File: config.mk
export PLATFORM = sky130hd
export DESIGN_NAME = eager_fork
export DESIGN_NICKNAME = d
export VERILOG_FILES = /design/src/rtl/ef_branch_slot.sv /design/src/rtl/ef_stall_merge.sv /design/src/rtl/eager_fork.sv
export SDC_FILE = /design/constraint.sdc
export NUM_CORES = 1
export LEC_CHECK = 0
export BUFFER_PORTS_ARGS = -buffer_cell sky130_fd_sc_hd__buf_2
export CORE_AREA = 3 3 40 42
export CTS_CLUSTER_SIZE = 14
export DETAILED_ROUTE_END_ITERATION = 6
export DIE_AREA = 0 0 43 45
export PLACE_DENSITY = 0.3
export SETUP_SLACK_MARGIN = 0.15
export SLEW_MARGIN = 0
export SYNTH_ARGS = -nofsm -noshare
export SYNTH_HDL_FRONTEND = slang
export SYNTH_SLANG_ARGS = --single-unit
File: constraint.sdc
create_clock -name clk -period 1.1 [get_ports clk]
set_clock_uncertainty 0.15 [all_clocks]
set_input_delay 0.055 -clock clk [delete_from_list [all_inputs] [get_ports clk]]
set_output_delay 0.055 -clock clk [all_outputs]
set_load 0.05 [all_outputs]
File: src/rtl/ef_branch_slot.sv
module ef_branch_slot (
  input  logic clk,
  input  logic rst,
  input  logic vl,
  input  logic sr,
  input  logic root_xfer,
  output logic vr,
  output logic hold
);
  logic pend_q;

  always_ff @(posedge clk) begin
    if (rst)            pend_q <= 1'b1;
    else if (root_xfer) pend_q <= 1'b1;
    else if (vl && !sr) pend_q <= 1'b0;
  end

  assign vr   = vl & pend_q;
  assign hold = pend_q & sr;
endmodule

File: src/rtl/ef_stall_merge.sv
module ef_stall_merge #(
  parameter int N = 2
) (
  input  logic         vl,
  input  logic [N-1:0] hold,
  output logic         sl
);
  assign sl = vl & (|hold);
endmodule

File: src/rtl/eager_fork.sv
module eager_fork #(
  parameter int N = 2
) (
  input  logic         clk,
  input  logic         rst,
  input  logic         root_valid,
  output logic         root_stall,
  output logic [N-1:0] br_valid,
  input  logic [N-1:0] br_stall
);
  logic [N-1:0] hold;
  logic         root_xfer;

  assign root_xfer = root_valid & ~root_stall;

  for (genvar i = 0; i < N; i++) begin : g_slot
    ef_branch_slot slot_i (
      .clk       (clk),
      .rst       (rst),
      .vl        (root_valid),
      .sr        (br_stall[i]),
      .root_xfer (root_xfer),
      .vr        (br_valid[i]),
      .hold      (hold[i])
    );
  end

  ef_stall_merge #(.N(N)) merge_i (
    .vl   (root_valid),
    .hold (hold),
    .sl   (root_stall)
  );
endmodule

==> results_dict.tcl <==
set metrics [dict create \
    status "complete, but fails checks" \
    violations "negative hold slack, negative setup slack" \
    syn-cell-area_um2 117.6 \
    ys_warn_count 0 \
    wirelength_um 363 \
    synth_top_family_by_area "simple AND/OR/NAND/NOR gates" \
    hold_viol_final 2 \
    yosys.area.top_type_share_pct 34.04 \
    die-area_um2 1935 \
    initial_core_util_pct 9.153 \
    rr_endpoint "g_slot[1].slot_i.pend_q" \
    slew_viol_final 0 \
    dieHeight_um 45 \
    path_delay_family "flip-flops" \
    maxCapViolCount 0 \
    synth_nets 18 \
    multi_input_area_um2 91.34 \
    hp-start "rst" \
    crit_slowest_cell "dfxtp_4" \
    layout_min_cycle_time_ns 1.150 \
    clock_sinks 2 \
    fin_ws_ns -0.04950 \
    ant_nets 0 \
    fin_nets 30 \
    fin_crit_sh_pct 104.5 \
    die_w_um 43 \
    clockRootBuffer "clkbuf_4" \
    gp_congestion 0.5923 \
    fp-row-count 13 \
    largest-register "g_slot.slot_i.pend_q" \
    largest_reg_flops 2 \
    grt_pass1_wl_um 621 \
    min_to "g_slot[1].slot_i.pend_q" \
    grt_usage_pct 5.071 \
    dp_cells 33 \
    vias 132 \
    ys_types 7 \
    setup_violations 1 \
    cts-htree-levels 1 \
    syn_to_final_growth_pct 121.3 \
    worstHoldPathType "in2reg" \
    leakagePower_nw 0.1150 \
    final_area_um2 260.3 \
    synth-seq-area-share_pct 34.04 \
    muxShareOfSynthArea_pct 0 \
    r2r_cells 3 \
    synth_fa_ha_area_share_pct 0 \
    antenna_found_initial 0 \
    io_buffers 7 \
    synthXorXnorAreaFrac_pct 0 \
    critPathBufInv 1 \
    drt_iter0_drc 1 \
    clk_latency_ns 0.22 \
    drc_errors 0 \
    fmax_mhz 869.9 \
    viasPerCell 3.474 \
    path_cells "nand2_4, a21boi_4, buf_6" \
    synth_top_area_cell "dfxtp_1" \
    routedWlPerCell_um 9.553 \
    drive_gt1_share_pct 82.61 \
    top_regs "g_slot.slot_i.pend_q: 2 flops" \
    antenna_cells 0 \
    p_per_area_nw_per_um2 1353 \
    synth.area.top_cells "dfxtp_1 (34%), a221o_1 (17%), and2_2 (13%)" \
    clk_pin_slew_ns 0.03 \
    syn-instance-count 13 \
    endpoint_kind "output port" \
    placedInstanceArea_um2 172.7 \
    yosys.area_share.simple_pct 29.79 \
    pre_cts_slack_ns 0.05295 \
    pin_count 8 \
    worstPathArrival_ns 0.94 \
    final_cell_mix "buf_2 (4), clkbuf_4 (3)" \
    synth-compound-area-share_pct 23.40 \
    grt_overflow_total 0 \
    vdd_drop_max_v 0.0002576 \
    holdWs_ns -0.1095 \
    grt_max_degree 8 \
    finalNonFillerCells 38 \
    drt_first_pass_iters 4 \
    rsz0062_at_grt "yes" \
    slew_headroom_pct 91.65 \
    rrSetupSlack_ns 0.03 \
    cts_buffer_depth 2 \
    nFillCells 146 \
    worst_path_largest_cell_delay_ns 0.35 \
    critPathRequiredTime_ns 0.89 \
    cts_buffers 3 \
    synth_area_per_cell_um2 9.047 \
    layout_commonest_cell "buf_2" \
    worstSetupPathType "reg2out" \
    r2r-start "g_slot[0].slot_i.pend_q" \
    startpoint_type "flop" \
    ys_ff_latch 2 \
    coreArea_um2 1285 \
    grt_pass1_vias 142 \
    seqCellArea_um2 47.55 \
    holdPathStages 2 \
    critPathMaxFanout 3 \
    tritoncts "built" \
    max_slew.worst_pin.slew_ns 0.1252 \
]
## cell families after synthesis
family,count (synthesis)
simple gates,6
flops,2
compound gates,3
buf+inv,2
## synthesized netlist by cell type, drive strengths merged
master,instances
a21boi,1
a221o,2
and2,2
buf,2
dfxtp,2
nand2,2
nand2b,2
## metal layers
metal  wire [µm]  track usage (%)  part of all wire, %  vias up
met1         149            4.317                   41       60
met2         182            6.287                   50        7
met4           0            5.422                    0        0
met3          31            5.179                  8.5        0
li1            -                -                    -       65
met5           0                0                    0        -
## timing repair
item | 4_1_cts | 5_1_grt
endpoints found under the hold margin | 2 | 2
setup buffers | 2 | 0
resized for setup | 12 | 5
setup endpoints to repair | 5 | 5
pin swaps | 2 | 0
## power breakdown
part / internal [mW] / switching, mW
combinational: 0.0528 / 0.0547
clock: 0.120 / 0.0428
sequential: 0.0758 / 0.00551
## cell type report
type	instances	area share [%]
well taps	15	7.212
multi-input cells	9	35.10
flip-flops and latches	2	18.27
clock buffers	3	8.654
repair buffers	9	30.77
## per-stage QoR
step	util (%)	setup TNS (ns)	total power, mW
after floorplan	-	0	0.1427
after global placement	13.44	0	0.1567
after detailed placement	13.44	0	0.1567
after CTS	18.99	-0.06141	0.3591
after global routing	20.25	-0.1051	0.3855
final	20.25	-0.04950	0.3521
## worst max-delay path by stage
| stage | start | to | slack, ns | depth (start not counted) |
|---|---|---|---|---|
| floorplan | g_slot[1].slot_i.pend_q | root_stall | 0.14 | 2 |
| detailed placement | g_slot[1].slot_i.pend_q | root_stall | 0.05 | 3 |
| finish | g_slot[0].slot_i.pend_q | root_stall | -0.05 | 3 |
| CTS | g_slot[0].slot_i.pend_q | root_stall | -0.06 | 3 |
| global placement | g_slot[1].slot_i.pend_q | root_stall | 0.05 | 3 |
| global route | g_slot[0].slot_i.pend_q | root_stall | -0.1 | 3 |
Power figures use the tool's default switching activity.
